## src/rtl/pll_srch_pkg.sv

```systemverilog
package pll_srch_pkg;

    typedef enum logic [2:0] {
        S_IDLE,
        S_MINP,
        S_MAXP,
        S_CHK,
        S_FBQ,
        S_FRQ,
        S_EVAL
    } srch_st_e;

endpackage

```

## src/rtl/pll_srch_div.sv

```systemverilog
module pll_srch_div #(
    parameter int W     = 64,
    localparam int CNT_W = $clog2(W + 1)
) (
    input  logic         clk,
    input  logic         rst_n,
    input  logic         go,
    input  logic [W-1:0] dividend,
    input  logic [W-1:0] divisor,
    output logic [W-1:0] quotient,
    output logic         fin
);

    typedef struct packed {
        logic             run;
        logic             fin;
        logic [CNT_W-1:0] cnt;
        logic [W:0]       rem;
        logic [W-1:0]     quo;
        logic [W-1:0]     dsr;
    } div_state_t;

    div_state_t st_d, st_q;
    logic [W:0] shifted;
    logic       take;

    always_comb begin
        st_d    = st_q;
        st_d.fin = 1'b0;
        shifted = {st_q.rem[W-1:0], st_q.quo[W-1]};
        take    = (shifted >= {1'b0, st_q.dsr});
        if (go) begin
            st_d.run = 1'b1;
            st_d.cnt = CNT_W'(W);
            st_d.rem = '0;
            st_d.quo = dividend;
            st_d.dsr = divisor;
        end else if (st_q.run) begin
            st_d.rem = take ? (shifted - {1'b0, st_q.dsr}) : shifted;
            st_d.quo = {st_q.quo[W-2:0], take};
            st_d.cnt = st_q.cnt - 1'b1;
            if (st_q.cnt == CNT_W'(1)) begin
                st_d.run = 1'b0;
                st_d.fin = 1'b1;
            end
        end
    end

    always_ff @(posedge clk or negedge rst_n) begin
        if (!rst_n) st_q <= '0;
        else        st_q <= st_d;
    end

    assign quotient = st_q.quo;
    assign fin      = st_q.fin;

endmodule

```

## src/rtl/pll_div_search.sv

```systemverilog
module pll_div_search
    import pll_srch_pkg::*;
#(
    parameter int unsigned FRQ_W       = 32,
    parameter int unsigned PRE_W       = 16,
    parameter int unsigned PFD_MAX_HZ  = 40_000_000,
    parameter int unsigned PFD_MIN_HZ  = 5_000_000,
    parameter int unsigned RATE_CAP_HZ = 1_000_000_000,
    parameter int unsigned FB_MIN      = 12,
    parameter int unsigned FB_MAX      = 511,
    parameter int unsigned FB_GAP      = 15,
    localparam int unsigned FB_W       = $clog2(FB_MAX + 1),
    localparam int unsigned PROD_W     = 2 * FRQ_W
) (
    input  logic             clk,
    input  logic             rst_n,
    input  logic             start_i,
    input  logic [FRQ_W-1:0] ref_hz_i,
    input  logic [FRQ_W-1:0] rate_hz_i,
    output logic             busy_o,
    output logic             done_o,
    output logic             found_o,
    output logic [PRE_W-1:0] prediv_o,
    output logic [FB_W-1:0]  fbdiv_o,
    output logic [FRQ_W-1:0] freq_o
);

    localparam logic [PROD_W-1:0] PRE_SAT = PROD_W'({PRE_W{1'b1}});
    localparam logic [PROD_W-1:0] FRQ_SAT = PROD_W'({FRQ_W{1'b1}});

    typedef struct packed {
        srch_st_e         st;
        logic             go;
        logic [FRQ_W-1:0] fref;
        logic [FRQ_W-1:0] tgt;
        logic [PRE_W-1:0] pre;
        logic [PRE_W-1:0] pre_max;
        logic [FB_W-1:0]  fb;
        logic [FRQ_W-1:0] frq;
        logic             have;
        logic [PRE_W-1:0] b_pre;
        logic [FB_W-1:0]  b_fb;
        logic [FRQ_W-1:0] b_frq;
        logic [FRQ_W-1:0] b_err;
        logic             done;
        logic             found;
        logic [PRE_W-1:0] o_pre;
        logic [FB_W-1:0]  o_fb;
        logic [FRQ_W-1:0] o_frq;
    } srch_state_t;

    srch_state_t s_d, s_q;

    logic [PROD_W-1:0] dvd, dsr, quo;
    logic              div_fin;
    logic              fb_ok;
    logic [FRQ_W-1:0]  err;

    always_comb begin
        dvd = PROD_W'(s_q.fref);
        dsr = PROD_W'(PFD_MIN_HZ);
        unique case (s_q.st)
            S_MINP: begin
                dvd = PROD_W'(s_q.fref) + PROD_W'(PFD_MAX_HZ - 1);
                dsr = PROD_W'(PFD_MAX_HZ);
            end
            S_FBQ: begin
                dvd = PROD_W'(s_q.tgt) * PROD_W'(s_q.pre);
                dsr = PROD_W'(s_q.fref);
            end
            S_FRQ: begin
                dvd = PROD_W'(s_q.fb) * PROD_W'(s_q.fref);
                dsr = PROD_W'(s_q.pre);
            end
            default: ;
        endcase
    end

    pll_srch_div #(.W(PROD_W)) u_div (
        .clk      (clk),
        .rst_n    (rst_n),
        .go       (s_q.go),
        .dividend (dvd),
        .divisor  (dsr),
        .quotient (quo),
        .fin      (div_fin)
    );

    assign fb_ok = (quo >= PROD_W'(FB_MIN)) && (quo <= PROD_W'(FB_MAX))
                && (quo != PROD_W'(FB_GAP));
    assign err   = (s_q.tgt >= s_q.frq) ? (s_q.tgt - s_q.frq) : (s_q.frq - s_q.tgt);

    always_comb begin
        s_d      = s_q;
        s_d.go   = 1'b0;
        s_d.done = 1'b0;
        unique case (s_q.st)
            S_IDLE: if (start_i) begin
                s_d.fref  = ref_hz_i >> 1;
                s_d.tgt   = (rate_hz_i > FRQ_W'(RATE_CAP_HZ)) ? FRQ_W'(RATE_CAP_HZ) : rate_hz_i;
                s_d.found = 1'b0;
                s_d.have  = 1'b0;
                s_d.st    = S_MINP;
                s_d.go    = 1'b1;
            end
            S_MINP: if (div_fin) begin
                if (quo == '0)        s_d.pre = PRE_W'(1);
                else if (quo > PRE_SAT) s_d.pre = '1;
                else                  s_d.pre = quo[PRE_W-1:0];
                s_d.st = S_MAXP;
                s_d.go = 1'b1;
            end
            S_MAXP: if (div_fin) begin
                s_d.pre_max = (quo > PRE_SAT) ? '1 : quo[PRE_W-1:0];
                s_d.st      = S_CHK;
            end
            S_CHK: begin
                if (s_q.pre > s_q.pre_max || s_q.pre == '1) begin
                    s_d.st    = S_IDLE;
                    s_d.done  = 1'b1;
                    s_d.found = s_q.have;
                    if (s_q.have) begin
                        s_d.o_pre = s_q.b_pre;
                        s_d.o_fb  = s_q.b_fb;
                        s_d.o_frq = s_q.b_frq;
                    end
                end else begin
                    s_d.st = S_FBQ;
                    s_d.go = 1'b1;
                end
            end
            S_FBQ: if (div_fin) begin
                if (fb_ok) begin
                    s_d.fb = quo[FB_W-1:0];
                    s_d.st = S_FRQ;
                    s_d.go = 1'b1;
                end else begin
                    s_d.pre = s_q.pre + 1'b1;
                    s_d.st  = S_CHK;
                end
            end
            S_FRQ: if (div_fin) begin
                s_d.frq = (quo > FRQ_SAT) ? '1 : quo[FRQ_W-1:0];
                s_d.st  = S_EVAL;
            end
            S_EVAL: begin
                if (err == '0) begin
                    s_d.st    = S_IDLE;
                    s_d.done  = 1'b1;
                    s_d.found = 1'b1;
                    s_d.o_pre = s_q.pre;
                    s_d.o_fb  = s_q.fb;
                    s_d.o_frq = s_q.frq;
                end else begin
                    if (!s_q.have || err < s_q.b_err) begin
                        s_d.have  = 1'b1;
                        s_d.b_pre = s_q.pre;
                        s_d.b_fb  = s_q.fb;
                        s_d.b_frq = s_q.frq;
                        s_d.b_err = err;
                    end
                    s_d.pre = s_q.pre + 1'b1;
                    s_d.st  = S_CHK;
                end
            end
            default: s_d.st = S_IDLE;
        endcase
    end

    always_ff @(posedge clk or negedge rst_n) begin
        if (!rst_n) s_q <= '0;
        else        s_q <= s_d;
    end

    assign busy_o   = (s_q.st != S_IDLE);
    assign done_o   = s_q.done;
    assign found_o  = s_q.found;
    assign prediv_o = s_q.o_pre;
    assign fbdiv_o  = s_q.o_fb;
    assign freq_o   = s_q.o_frq;

endmodule

```

## config.mk

```make
export PLATFORM = sky130hd
export DESIGN_NAME = pll_div_search
export DESIGN_NICKNAME = d
export VERILOG_FILES = /design/src/rtl/pll_srch_pkg.sv /design/src/rtl/pll_srch_div.sv /design/src/rtl/pll_div_search.sv
export SDC_FILE = /design/constraint.sdc
export NUM_CORES = 2
export LEC_CHECK = 0
export ABC_AREA = 1
export CAP_MARGIN = 0
export CORE_MARGIN = 3
export CORE_UTILIZATION = 40
export CTS_CLUSTER_DIAMETER = 150
export DETAILED_ROUTE_END_ITERATION = 10
export SLEW_MARGIN = 20
export SYNTH_ARGS = -nofsm -noshare
export SYNTH_HDL_FRONTEND = slang
export SYNTH_SLANG_ARGS = --single-unit
```

## constraint.sdc

```tcl
create_clock -name clk -period 5.7 [get_ports clk]
set_input_delay 1.14 -clock clk [delete_from_list [all_inputs] [get_ports clk]]
set_output_delay 1.14 -clock clk [all_outputs]
set_load 0.02 [all_outputs]
```

======== After elaboration in Yosys (flattened, before gate mapping) ========
Cells that the tools add are included.
Widths: inputs -> output; s select.
cells by class
  add/subtract/negate cells ............... 6
  multiply operators ...................... 2
  magnitude comparators ................... 9
  eq/ne operators ......................... 20
  muxes and demuxes ....................... 40
  bitwise operators ....................... 1
  reductions and logical operators ........ 24
operators by type and width
  operator              count
  $mux 90               2
  $pmux 48 s3           1
  $mux 138              1
  $mux 136              1
  $mux 59               2
  $pmux 57 s2           1
  $mux 16               6
  $mux 32               3
  $pmux 31 s3           1
  $mux 68               1
  $ge 65x64->1          1
  $mux 65               1
  $sub 65x64->65        1
  $ge 64x4->1 const B   1
  $gt 64x16->1 const B  1
  $gt 64x32->1 const B  1
  $le 64x9->1 const B   1
  $logic_not 64->1      1
  $ne 64x4->1 const B   1
  $sub 32x32->32        2
  $mux 57               1
  $mul 32x16->48        1
  $pmux 16 s3           1
  $mul 9x31->40         1
  34 further kinds      68
word-level totals
  bits in registers ....................... 490
  input port bits ......................... 67
  output and inout bits ................... 60
  word-level logic and storage cells ...... 126

======== Longest topological paths before layout ========
  depth in word-level cells ............... 7
  depth in mapped cells ................... 32
  mapped depth without buffers ............ 30

======== Cells and area by module ========
A second synthesis with hierarchy kept.
unflattened totals
  cell total of the unflattened synthesis .. 9076
  area, all modules ....................... 61924.4 um2
by module, submodules not included
  module          instances  cells each  area an instance (um2)  seq. area each (um2)
  pll_div_search  1          6702        46767.4                 7231.9
  pll_srch_div    1          2374        15157.0                 5029.8

======== Least setup slack after synthesis ========
OpenSTA, ideal clock, no wires.
  path kind ............................... register -> register
  start ................................... register s_q[212] in the netlist's numbering
  end ..................................... register u_div.st_q (netlist bit u_div.quotient[43])
  setup time .............................. 124 ps
  arrival ................................. 5943 ps
  data required time ...................... 5576 ps
  path slack .............................. -368 ps
  stages on the path, launching flop included .. 29
  buffers on the path ..................... 2
  period minus slack after synthesis ...... 6068 ps
  cell sequence ........................... dfrtp_1 clkbuf_1 clkbuf_1 nand2_1 fa_1 inv_1 fa_1 inv_1 fa_1 inv_1 fa_1 fa_1 inv_1 fa_1 inv_1 ha_1 nand2_1 nor2_1 inv_1 nor2_1 and3_1 nand2_1 nand3_1 nand3_1 o211ai_1 a21oi_1 or2_2 nand3_1 nand3_1
between the ends
  cells in the longest elaborated chain, start to end .. 3
ends and longest elaborated chain
  element                   line                   RTL
  start: declaration        pll_div_search.sv:52   srch_state_t s_d, s_q;
  start signal: assignment  pll_div_search.sv:171  if (!rst_n) s_q <= '0;
  start signal: assignment  pll_div_search.sv:172  else s_q <= s_d;
  $mul 32x16->48            pll_div_search.sv:68   dvd = PROD_W'(s_q.tgt) * PROD_W'(s_q.pre);
  $pmux 48 s3               pll_div_search.sv:62   unique case (s_q.st)
  $mux 136                  pll_srch_div.sv:32     if (go) begin
  end signal: assignment    pll_srch_div.sv:51     else st_q <= st_d;
  end: declaration          pll_srch_div.sv:23     div_state_t st_d, st_q;
Every way passes these cells.
A chain may end at the register's enable or synchronous reset.

======== Worst setup path in the final report ========
  start ................................... register s_q[209] in the netlist's numbering
  end ..................................... register u_div.st_q (netlist bit u_div.quotient[27])
Same word-level chain as after synthesis.

==> impl_metrics.xml <==
<?xml version="1.0" encoding="UTF-8"?>
<metrics>
  <group name="outcome">
    <metric name="outcome" unit="">finished with violations</metric>
    <metric name="violations" unit="">negative setup slack</metric>
  </group>
  <group name="grt">
    <metric name="grt_pass1_wl" unit="µm">301000</metric>
    <metric name="groute.usage.overall" unit="%">26.0</metric>
    <metric name="pin_count_of_the_biggest_net_entering_global_routing" unit="">110</metric>
    <metric name="grt_antenna_before_repair" unit="">5</metric>
    <metric name="grt_pass1_vias" unit="">53100</metric>
    <metric name="total_gr_overflow" unit="">0</metric>
  </group>
  <group name="synth">
    <metric name="yosys.area.top_type" unit="">fa_1</metric>
    <metric name="synth_top_cell_area_share" unit="%">22.1</metric>
    <metric name="synth_edf_count" unit="">0</metric>
    <metric name="share_of_synthesized_area_occupied_by_flip_flops_and_latches" unit="%">20.2</metric>
    <metric name="async_flop_share" unit="%">100</metric>
    <metric name="synthFlopType" unit="">dfrtp_1</metric>
    <metric name="synth.lib_cells_used.distinct" unit="">60</metric>
    <metric name="postSynthAreaPerCell" unit="µm²">7.05</metric>
    <metric name="post_synth_design_cell_area" unit="µm²">56700</metric>
    <metric name="count_of_synthesis_stage_warnings_from_yosys" unit="">0</metric>
    <metric name="syn-instance-count" unit="">8031</metric>
    <metric name="mappedNetlistNets" unit="">9048</metric>
    <metric name="ys_seq_elements" unit="">457</metric>
    <metric name="yosys-top-cells-area" unit="">fa_1, dfrtp_1, nand2_1, inv_1, ha_1</metric>
  </group>
  <group name="sta">
    <metric name="unrepaired_setup_endpoints_after_global_routing" unit="">true</metric>
    <metric name="post-route-min-period" unit="ps">6150</metric>
    <metric name="timing.fmax" unit="MHz">163</metric>
    <metric name="tightest_slew" unit="ps">1120</metric>
    <metric name="post-route-period-util" unit="%">108</metric>
    <metric name="finalMaxSlewViolations" unit="">0</metric>
    <metric name="report.final.setup_viol" unit="">37</metric>
    <metric name="worst_clk_skew" unit="ps">43.8</metric>
    <metric name="post-route-worst-setup-slack" unit="ps">-447</metric>
    <metric name="slew-limit-headroom" unit="%">24.9</metric>
    <metric name="timing.final.hold_violations" unit="">0</metric>
  </group>
  <group name="floorplanning">
    <metric name="fp.coreArea" unit="µm²">140000</metric>
    <metric name="floorplan.initialDensity" unit="%">40.5</metric>
    <metric name="die_area" unit="µm²">146000</metric>
    <metric name="die_h" unit="µm">382</metric>
    <metric name="boundaryPins" unit="">127</metric>
    <metric name="die_width" unit="µm">382</metric>
    <metric name="std_cell_rows" unit="">137</metric>
  </group>
  <group name="clock_tree">
    <metric name="cts_tree" unit="">done</metric>
    <metric name="cts-root-buf" unit="">clkbuf_16</metric>
    <metric name="htree_num_levels" unit="">2</metric>
    <metric name="insertion_delay" unit="ps">690</metric>
    <metric name="cts_sinks" unit="">457</metric>
    <metric name="cts-root-to-sink-buffers" unit="">3</metric>
    <metric name="postCtsHoldBufs" unit="">0</metric>
    <metric name="clkSlewWorstSetupHoldPaths" unit="ps">60</metric>
    <metric name="tritoncts.num_buffers" unit="">54</metric>
  </group>
  <group name="detailed_routing">
    <metric name="drt-initial-drc-count" unit="">3984</metric>
    <metric name="viasPerCell" unit="">5.17</metric>
    <metric name="drcViolationCount" unit="">0</metric>
    <metric name="finalWirelength" unit="µm">190000</metric>
    <metric name="detailroute.via_count" unit="">52500</metric>
    <metric name="per_cell_routed_wire_length" unit="µm">18.7</metric>
    <metric name="drt_pass1_iterations" unit="">6</metric>
    <metric name="drt.antenna.violating_nets" unit="">0</metric>
  </group>
  <group name="worst_setup_path">
    <metric name="worst_setup_startpoint" unit="">s_q[209]</metric>
    <metric name="timing.setup.critical_path_class" unit="">flip-flop to flip-flop</metric>
    <metric name="critPathArrivalTime" unit="ps">6670</metric>
    <metric name="worst_path_largest_cell_delay" unit="ps">560</metric>
    <metric name="crit_slowest_cell" unit="">fa_1</metric>
    <metric name="reg2reg_from" unit="">s_q[209]</metric>
    <metric name="start_kind" unit="">flip-flop</metric>
    <metric name="cp_data_required_time" unit="ps">6220</metric>
    <metric name="critical_path.most_common_cell" unit="">inv_1</metric>
    <metric name="critical_path.endpoint_type" unit="">flip-flop</metric>
    <metric name="crit_path_max_fanout" unit="">7</metric>
  </group>
  <group name="place">
    <metric name="place_worst_setup_slack" unit="ps">-885</metric>
    <metric name="post_detailed_placement_half_perimeter_wirelength" unit="µm">153000</metric>
    <metric name="port_buffers" unit="">125</metric>
    <metric name="gp_routability_congestion" unit="">1.01</metric>
  </group>
  <group name="layout">
    <metric name="final_layout_size_suffix_gt1_share" unit="%">10.3</metric>
    <metric name="area_used_by_multi_input_combinational_logic" unit="µm²">38100</metric>
    <metric name="fillerInstances" unit="">14200</metric>
    <metric name="syn2layout_area_growth" unit="%">15.3</metric>
    <metric name="layout_common_cells" unit="">nand2_1, inv_1, fa_1, dfrtp_1, nor2_1</metric>
    <metric name="mostFrequentLayoutCell" unit="">nand2_1</metric>
    <metric name="area.sequential" unit="µm²">11500</metric>
    <metric name="net_total_in_the_final_layout" unit="">9254</metric>
    <metric name="antennaDiodeCount" unit="">0</metric>
  </group>
  <group name="worst_hold_path">
    <metric name="worst_hold_path_type" unit="">input port to asynchronous set/reset pin</metric>
  </group>
  <group name="run">
    <metric name="max_cap_violations" unit="">0</metric>
  </group>
</metrics>
-- stage by stage --
step | hold WS [ps] | TNS [ps] | area, µm² | cells | utilization [%]
final | 474 | -10720 | 65300 | 10200 | 46.6
after detailed placement | 466 | -18700 | 62100 | 10000 | 44.3
after global placement | 461 | -18140 | 62100 | 10000 | 44.3
after CTS | 472 | -10920 | 64600 | 10100 | 46.1
after floorplan | 445 | -27.2 | 57200 | 8031 | -
after global routing | 504 | -19930 | 65300 | 10200 | 46.6
-- flip-flops by register name, indices dropped and copies added (netlist names) --
signal,count
u_div.fin,1
u_div.shifted,64
prediv_o,16
s_q,230
u_div.st_q,39
done_o,1
freq_o,32
fbdiv_o,9
u_div.quotient,64
found_o,1
-- cell usage after synthesis, types with 29 or more instances --
cell type / instances
nand2_1: 2365
inv_1: 1678
fa_1: 625
dfrtp_1: 457
nor2_1: 437
o21ai_0: 423
ha_1: 325
nand3_1: 315
a21oi_1: 306
clkbuf_1: 277
nand4_1: 112
o21ai_1: 83
buf_4: 70
xor2_1: 54
nor3_1: 50
o22ai_1: 47
a22oi_1: 41
buf_1: 41
xnor2_1: 36
o221ai_1: 30
nor4_1: 29
-- layer usage --
layer	GRT usage, %	vias up	share of wire, %
met2	43.0	1724	47
met4	10.2	4	4.5
met1	34.1	25600	42
met3	4.11	360	6.7
met5	0	-	0.017
li1	-	24800	-
-- repair_timing --
action,CTS,global route
buffers inserted,24,13
pin swaps,28,30
resized for setup,189,151
endpoints found under the setup margin,39,40
gates cloned,1,1
-- cell families (layout without fill, tap and decap cells) --
kind of cell	count (synthesis)	in the layout	synth area share (%)
simple gates	3363	3363	24.1
buf+inv	2121	2365	14.8
compound gates	1050	1050	10.3
fa+ha+maj	950	950	29.3
flops	457	457	20.2
xor+xnor	90	90	1.39
-- path summary, 6_finish.rpt --
| kind | slack, ps | end | cells after the start |
|---|---|---|---|
| max | -450 | u_div.quotient[27] | 28 |
| min | 470 | s_q[74] | 1 |
| max reg2reg | -450 | u_div.quotient[27] | 28 |
| min reg2reg | 480 | fbdiv_o[6] | 2 |
| max in group asynchronous | 4020 | s_q[286] | 2 |
| min in group clk | 480 | fbdiv_o[6] | 2 |
-- layout make-up --
cell class                      count  area share, %
Multi-Input combinational cell   5453           58.4
Timing Repair Buffer              578           8.09
Clock buffer                       68           2.21
Sequential cell                   457           17.6
Tap cell                         1876           3.59
Clock inverter                     26          0.464
Inverter                         1693           9.73
-- worst max-delay path: cells and delay by family (launching register included) --
kind,cells,cell delay (ps)
buffers and inverters,10,930
AND/OR/NAND/NOR,8,790
AO/OA/AOI/OAI,2,280
flip-flops,1,460
adder cells (fa/ha/maj),7,3420
XOR/XNOR,1,110
Power is not shown: default switching activity piles up to over one toggle a cycle in this logic, so the estimate is an artifact.
